--- src/rtl/gpio_irq_pkg.sv ---
package gpio_irq_pkg;

    localparam int NUM_SLOTS = 8;
    localparam int MODE_W    = 3;
    localparam int SEL_W     = 4;
    localparam int LANE_W    = $clog2(NUM_SLOTS);
    localparam int PORT_SPAN = 4 * NUM_SLOTS;           // four slices per port
    localparam int PIN_VEC_W = (1 << SEL_W) * NUM_SLOTS; // every selector value

    localparam int ADDR_W = 8;
    localparam int DATA_W = 32;

    localparam logic [ADDR_W-1:0] OFF_TRIG   = 8'd120;
    localparam logic [ADDR_W-1:0] OFF_SEL    = 8'd124;
    localparam logic [ADDR_W-1:0] OFF_MASK   = 8'd128;
    localparam logic [ADDR_W-1:0] OFF_ACK    = 8'd132;
    localparam logic [ADDR_W-1:0] OFF_RAW    = 8'd136;
    localparam logic [ADDR_W-1:0] OFF_MASKED = 8'd140;

    typedef enum logic [MODE_W-1:0] {
        TRIG_OFF    = 3'd0,
        TRIG_LVL_HI = 3'd1,
        TRIG_LVL_LO = 3'd2,
        TRIG_FORCE  = 3'd3,
        TRIG_RSV    = 3'd4,
        TRIG_RISE   = 3'd5,
        TRIG_FALL   = 3'd6,
        TRIG_BOTH   = 3'd7
    } trig_mode_e;

    typedef struct packed {
        trig_mode_e       mode;
        logic [SEL_W-1:0] sel;
    } slot_cfg_t;

    function automatic logic is_edge_mode(trig_mode_e m);
        return (m == TRIG_RISE) || (m == TRIG_FALL) || (m == TRIG_BOTH);
    endfunction

endpackage

--- src/rtl/gpio_irq_sync.sv ---
module gpio_irq_sync #(
    parameter int WIDTH = 8
) (
    input  logic             clk,
    input  logic             rst,
    input  logic [WIDTH-1:0] d_async,
    output logic [WIDTH-1:0] d_sync
);
    logic [WIDTH-1:0] stage1_q;
    logic [WIDTH-1:0] stage2_q;

    always_ff @(posedge clk) begin
        if (rst) begin
            stage1_q <= '0;
            stage2_q <= '0;
        end else begin
            stage1_q <= d_async;
            stage2_q <= stage1_q;
        end
    end

    assign d_sync = stage2_q;
endmodule

--- src/rtl/gpio_irq_regs.sv ---
module gpio_irq_regs
    import gpio_irq_pkg::*;
(
    input  logic                  clk,
    input  logic                  rst,
    input  logic                  wr_en,
    input  logic [ADDR_W-1:0]     addr,
    input  logic [DATA_W-1:0]     wdata,
    input  logic [NUM_SLOTS-1:0]  raw_status,
    output logic [DATA_W-1:0]     rdata,
    output slot_cfg_t             slot_cfg [NUM_SLOTS],
    output logic [NUM_SLOTS-1:0]  ack_pulse,
    output logic [NUM_SLOTS-1:0]  masked_status
);
    localparam int TRIG_W = NUM_SLOTS * MODE_W;
    localparam int SELB_W = NUM_SLOTS * SEL_W;

    logic [TRIG_W-1:0]    trig_q;
    logic [SELB_W-1:0]    sel_q;
    logic [NUM_SLOTS-1:0] mask_q;

    always_ff @(posedge clk) begin
        if (rst) begin
            trig_q <= '0;
            sel_q  <= '0;
            mask_q <= '0;
        end else if (wr_en) begin
            case (addr)
                OFF_TRIG: trig_q <= wdata[TRIG_W-1:0];
                OFF_SEL:  sel_q  <= wdata[SELB_W-1:0];
                OFF_MASK: mask_q <= wdata[NUM_SLOTS-1:0];
                default:  ;
            endcase
        end
    end

    for (genvar k = 0; k < NUM_SLOTS; k++) begin : g_cfg
        assign slot_cfg[k].mode = trig_mode_e'(trig_q[k*MODE_W +: MODE_W]);
        assign slot_cfg[k].sel  = sel_q[k*SEL_W +: SEL_W];
    end

    assign ack_pulse     = (wr_en && addr == OFF_ACK) ? wdata[NUM_SLOTS-1:0] : '0;
    assign masked_status = raw_status & mask_q;

    always_comb begin
        rdata = '0;
        case (addr)
            OFF_TRIG:   rdata[TRIG_W-1:0]    = trig_q;
            OFF_SEL:    rdata[SELB_W-1:0]    = sel_q;
            OFF_MASK:   rdata[NUM_SLOTS-1:0] = mask_q;
            OFF_RAW:    rdata[NUM_SLOTS-1:0] = raw_status;
            OFF_MASKED: rdata[NUM_SLOTS-1:0] = masked_status;
            default:    rdata = '0;
        endcase
    end
endmodule

--- src/rtl/gpio_irq_slot.sv ---
module gpio_irq_slot
    import gpio_irq_pkg::*;
#(
    parameter int SLOT_IDX = 0
) (
    input  logic                 clk,
    input  logic                 rst,
    input  logic [PIN_VEC_W-1:0] pin_vec,
    input  slot_cfg_t            cfg,
    input  logic                 ack,
    output logic                 raw
);
    localparam logic [LANE_W-1:0] LANE = LANE_W'(SLOT_IDX);

    logic [SEL_W+LANE_W-1:0] pick_idx;
    logic pin_now;
    logic pin_prev_q;
    logic pend_q;
    logic rise, fall, hit;

    assign pick_idx = {cfg.sel, LANE};
    assign pin_now  = pin_vec[pick_idx];
    assign rise     = pin_now & ~pin_prev_q;
    assign fall     = ~pin_now & pin_prev_q;

    always_comb begin
        case (cfg.mode)
            TRIG_RISE: hit = rise;
            TRIG_FALL: hit = fall;
            TRIG_BOTH: hit = rise | fall;
            default:   hit = 1'b0;
        endcase
    end

    always_ff @(posedge clk) begin
        if (rst) begin
            pin_prev_q <= 1'b0;
            pend_q     <= 1'b0;
        end else begin
            pin_prev_q <= pin_now;
            if (!is_edge_mode(cfg.mode)) pend_q <= 1'b0;
            else if (hit)                pend_q <= 1'b1;   // edge beats ack
            else if (ack)                pend_q <= 1'b0;
        end
    end

    always_comb begin
        case (cfg.mode)
            TRIG_LVL_HI: raw = pin_now;
            TRIG_LVL_LO: raw = ~pin_now;
            TRIG_FORCE:  raw = 1'b1;
            TRIG_RISE, TRIG_FALL, TRIG_BOTH: raw = pend_q;
            default:     raw = 1'b0;
        endcase
    end
endmodule

--- src/rtl/gpio_irq_mux.sv ---
module gpio_irq_mux
    import gpio_irq_pkg::*;
#(
    parameter int A_W = 32,
    parameter int B_W = 32,
    parameter int C_W = 16,
    parameter int D_W = 32
) (
    input  logic              clk,
    input  logic              rst,
    input  logic              wr_en,
    input  logic [ADDR_W-1:0] addr,
    input  logic [DATA_W-1:0] wdata,
    output logic [DATA_W-1:0] rdata,
    input  logic [A_W-1:0]    port_a_in,
    input  logic [B_W-1:0]    port_b_in,
    input  logic [C_W-1:0]    port_c_in,
    input  logic [D_W-1:0]    port_d_in,
    output logic              irq_out
);
    logic [PIN_VEC_W-1:0] pin_flat;
    logic [PIN_VEC_W-1:0] pin_sync;
    slot_cfg_t            slot_cfg [NUM_SLOTS];
    logic [NUM_SLOTS-1:0] ack_pulse;
    logic [NUM_SLOTS-1:0] raw_status;
    logic [NUM_SLOTS-1:0] masked_status;
    logic [NUM_SLOTS*MODE_W-1:0] trig_view;

    // Each port owns PORT_SPAN bits; missing slices read as 0.
    assign pin_flat[0*PORT_SPAN +: A_W] = port_a_in;
    assign pin_flat[1*PORT_SPAN +: B_W] = port_b_in;
    assign pin_flat[2*PORT_SPAN +: C_W] = port_c_in;
    assign pin_flat[3*PORT_SPAN +: D_W] = port_d_in;
    if (A_W < PORT_SPAN) begin : g_pad_a
        assign pin_flat[0*PORT_SPAN+A_W +: PORT_SPAN-A_W] = '0;
    end
    if (B_W < PORT_SPAN) begin : g_pad_b
        assign pin_flat[1*PORT_SPAN+B_W +: PORT_SPAN-B_W] = '0;
    end
    if (C_W < PORT_SPAN) begin : g_pad_c
        assign pin_flat[2*PORT_SPAN+C_W +: PORT_SPAN-C_W] = '0;
    end
    if (D_W < PORT_SPAN) begin : g_pad_d
        assign pin_flat[3*PORT_SPAN+D_W +: PORT_SPAN-D_W] = '0;
    end

    gpio_irq_sync #(.WIDTH(PIN_VEC_W)) u_sync (
        .clk     (clk),
        .rst     (rst),
        .d_async (pin_flat),
        .d_sync  (pin_sync)
    );

    gpio_irq_regs u_regs (
        .clk           (clk),
        .rst           (rst),
        .wr_en         (wr_en),
        .addr          (addr),
        .wdata         (wdata),
        .raw_status    (raw_status),
        .rdata         (rdata),
        .slot_cfg      (slot_cfg),
        .ack_pulse     (ack_pulse),
        .masked_status (masked_status)
    );

    for (genvar k = 0; k < NUM_SLOTS; k++) begin : g_slot
        gpio_irq_slot #(.SLOT_IDX(k)) u_slot (
            .clk     (clk),
            .rst     (rst),
            .pin_vec (pin_sync),
            .cfg     (slot_cfg[k]),
            .ack     (ack_pulse[k]),
            .raw     (raw_status[k])
        );
        assign trig_view[k*MODE_W +: MODE_W] = slot_cfg[k].mode;
    end

    assign irq_out = |masked_status;
endmodule

--- config.mk ---
export PLATFORM = sky130hd
export DESIGN_NAME = gpio_irq_mux
export DESIGN_NICKNAME = d
export VERILOG_FILES = /design/src/rtl/gpio_irq_pkg.sv /design/src/rtl/gpio_irq_sync.sv /design/src/rtl/gpio_irq_regs.sv /design/src/rtl/gpio_irq_slot.sv /design/src/rtl/gpio_irq_mux.sv
export SDC_FILE = /design/constraint.sdc
export NUM_CORES = 1
export LEC_CHECK = 0
export CORE_ASPECT_RATIO = 0.5
export CORE_UTILIZATION = 47
export CTS_CLUSTER_DIAMETER = 30
export DETAILED_ROUTE_END_ITERATION = 6
export GPL_TIMING_DRIVEN = 0
export PLACE_DENSITY = 0.86
export SYNTH_ARGS = -nofsm -noshare
export SYNTH_HDL_FRONTEND = slang
export SYNTH_SLANG_ARGS = --single-unit
--- constraint.sdc ---
create_clock -name clk -period 2.3 [get_ports clk]
set_input_delay 0.345 -clock clk [delete_from_list [all_inputs] [get_ports clk]]
set_output_delay 0.345 -clock clk [all_outputs]
set_load 0.005 [all_outputs]
==> metrics <==
number of nets in the finished design 1523; worst r2r path cells 12; share of flip-flops with an asynchronous set or reset after synthesis 0%; number of buffers added by the clock tree synthesis step 31; number of input and output port buffers inserted 186; launch point of the worst reg-to-reg path u_regs.sel_q[17]; average wire length per cell after detail routing 21.4 microns; Synth Net Count 1260; share of synthesized area spent on multiplexers 9.85%; Syn Inst Count 1089; DR vias 9272; largest net degree at the start of global routing 17; source of the worst hold timing path wdata[24]; reg2reg end g_slot[4].u_slot.pend_q; adder and majority gate portion of the synthesized area 1.81%; max_cap viols 0; post-layout worst setup margin -1.04 ns; H-tree depth 1; horizontal die dimension 219 microns; post-synthesis instance area 11000 sq um; reported leakage power 5.83 nW; start-to-end type of the worst setup path flop to output pin; starting utilization of the core area 48.1%; TritonCTS sink count 304; flip-flop cell with the highest count after synthesis dfxtp_1; synthesis-stage register bit count 304; maximum operating frequency 299 MHz; cell area power density 744 nW/um^2; type of the most critical hold path input port to flop; master of the slowest instance on the critical path mux4_2; internal reg-to-reg setup slack -0.37 ns; placement-stage worst setup slack -1.10 ns; placeable core region 22900 sq um; pin slew with the least headroom to its limit 0.840 ns; non-filler cells in the finished layout 1683; sequential element share of the synthesized area 55.2%; headroom to the max-slew limit 44.0%; Clock Skews 0.0130 ns; xor-xnor portion of the synthesized cell area 0%; top fanout value on the critical path 3; maximum vdd drop 0.571 mV; register clock-pin slew on the reported worst setup and hold paths 0.07 ns; Detail Placement HPWL 22900 microns; Total GRT Usage 29.3%; Worst Hold Depth 3; fraction of layout instances using a drive strength above 1 19.0%; vertical die dimension 110 microns; insertion delay to the later sink of the worst-skew pair 0.57 ns; Syn-to-layout area delta 38.1%; data required time at the worst endpoint 1.96 ns; number of max-slew violations in the final report 0; CTS tree yes; fraction of the mapped netlist area in compound gates 7.89%; timing startpoint of the critical path u_regs.sel_q[1]; Avg Vias per Cell 5.51; Die Footprint 24100 sq um; Longest Clk Path Bufs 3; capture point of the worst path irq_out; final hold violation count 0; Site Rows 39; total instance count after detailed placement 1582; violated checks setup timing; via count of the first global-routing pass 9355; Simple-Gate Fraction of Synth Area 22.3%; DRT Pass-1 Iters 5; outcome finished, violations left; largest family of logic cells by synthesized area simple AND/OR/NAND/NOR gates; EDFF count, synth 0; final estimated routing congestion in global placement 0.920; Yosys Warn Count 0; number of library cell types mapped by synthesis 55; post-synthesis area per instance 10.1 sq um; antenna violations before repair 0; first-pass GRT wire length 53000 microns; number of antenna cells inserted 0; number of DRC violations after detailed-routing iteration 0 868; Ports 188; type of element capturing the critical path output pin; number of routed nets with antenna violations 0; startpoint type of the worst setup path flop; total congestion overflow after global routing 0; post-layout minimum cycle time 3.34 ns; unrepaired setup endpoints after global routing yes; final number of setup-violating endpoints 16; final routed DRC violation total 0; share of the clock period used by the worst path 145%; Critical Path, Cell by Cell mux4_2 > mux2i_4 > mux2i_1 > a311o_1 > buf_4 > a2bb2oi_2 > o2111a_1 > nand3_2 > buf_2; arrival time of data at the critical path endpoint 2.99 ns; total length of routed wires 36100 microns; Root Buffer clkbuf_16; delay of the slowest critical-path stage 0.55 ns
[stage by stage]
| step | power [W] | utilization, % | TNS [ns] | hold slack [ns] | instance area [sq um] |
|---|---|---|---|---|---|
| global placement | 0.00628 | 58.0 | -62.97 | 0.418 | 13300 |
| detailed placement | 0.00630 | 58.0 | -64.94 | 0.420 | 13300 |
| CTS | 0.0113 | 65.6 | -9.03 | 0.319 | 15000 |
| finish | 0.0113 | 66.4 | -9.08 | 0.319 | 15200 |
| global route | 0.0116 | 66.4 | -9.90 | 0.336 | 15200 |
| floorplan | 0.00588 | - | -0.0495 | 0.414 | 11100 |
[sequential cells by signal, indices dropped and copies added (netlist names)]
signal,cells
g_slot.u_slot.pin_prev_q,8
u_sync.stage1_q,112
g_slot.u_slot.pend_q,8
u_sync.d_sync,112
u_regs.trig_q,24
u_regs.sel_q,32
u_regs.mask_q,8
[synthesized netlist by cell type (9+ instances only)]
cell | count | area share (%)
nand2_1 | 131 | 4.5
mux2_2 | 9 | 0.92
nor2b_1 | 228 | 13
and3_1 | 12 | 0.68
a21oi_1 | 79 | 3.6
dfxtp_1 | 304 | 55
ha_1 | 16 | 1.8
nor2_1 | 65 | 2.2
clkbuf_1 | 57 | 1.9
inv_1 | 27 | 0.92
mux4_2 | 20 | 4.1
mux2i_1 | 40 | 3.6
[critical path: cells and delay by family, from the launching register on]
family / cells / cell delay, ns
compound gates: 3 / 0.57
buf+inv: 2 / 0.28
flops: 1 / 0.40
mux: 3 / 1.08
simple gates: 1 / 0.10
[cell type report]
| cell class | instances | area, sq um |
|---|---|---|
| Buffer | 56 | 298 |
| Tap cell | 307 | 384 |
| Inverter | 28 | 113 |
| Clock buffer | 36 | 825 |
| Timing Repair Buffer | 233 | 2210 |
| Sequential cell | 304 | 6140 |
| Fill cell | 1522 | 7700 |
| Multi-Input combinational cell | 698 | 5060 |
| Clock inverter | 21 | 211 |
[where the power goes]
group / internal (W) / leakage [nW] / total [W] / switching [W]
Combinational: 0.000441 / 2.82 / 0.000786 / 0.000345
Clock: 0.00277 / 0.499 / 0.00506 / 0.00229
Sequential: 0.00544 / 2.51 / 0.00550 / 0.0000609
[routing by layer]
| layer | global-route usage (%) | wire (microns) |
|---|---|---|
| met1 | 34.7 | 13900 |
| met2 | 51.1 | 17500 |
| met3 | 7.13 | 3190 |
| met4 | 12.9 | 1510 |
| met5 | 0 | 0 |
[kinds of logic (layout without fill, tap and decap cells)]
| family | after synthesis | in the layout |
|---|---|---|
| compound gates | 137 | 137 |
| simple gates | 470 | 470 |
| mux | 75 | 75 |
| flops | 304 | 304 |
| fa+ha+maj | 16 | 16 |
| buf+inv | 87 | 374 |
[worst min path at each step]
stage / endpoint
after floorplan: u_sync.d_sync[0]
after global placement: u_sync.d_sync[112]
after detailed placement: u_sync.d_sync[105]
after CTS: u_regs.sel_q[24]
after global routing: u_sync.stage1_q[8]
final: u_regs.sel_q[24]
[cells in the final DEF, fill, tap and decap left out, types with 5 or more instances in the layout]
cell / n
clkbuf_1: 48
nand3_1: 5
clkinvlp_4: 5
nor2_1: 54
a21o_1: 6
clkdlybuf4s50_1: 148
dlygate4sd2_1: 8
nor2b_1: 228
clkbuf_16: 33
nand2b_1: 5
inv_8: 5
buf_4: 35
buf_6: 9
nor2_4: 5
mux4_2: 23
dfxtp_1: 282
clkdlybuf4s15_2: 9
mux2i_1: 33
inv_1: 20
mux2_4: 7
clkbuf_8: 9
dfxtp_4: 11
ha_4: 6
dfxtp_2: 11
a21oi_1: 74
buf_2: 17
nor3_1: 5
and3_1: 9
ha_1: 10
nand2_1: 129
nor2_2: 6
[repair_timing]
item | 4_1_cts | 5_1_grt
hold buffers | 0 | 0
cloned | 2 | 0
endpoints found under the setup margin | 71 | 54
resized for setup | 213 | 46
setup buffers | 36 | 11
pin swaps | 34 | 29
No activity file was read; power rests on OpenSTA's default activity.
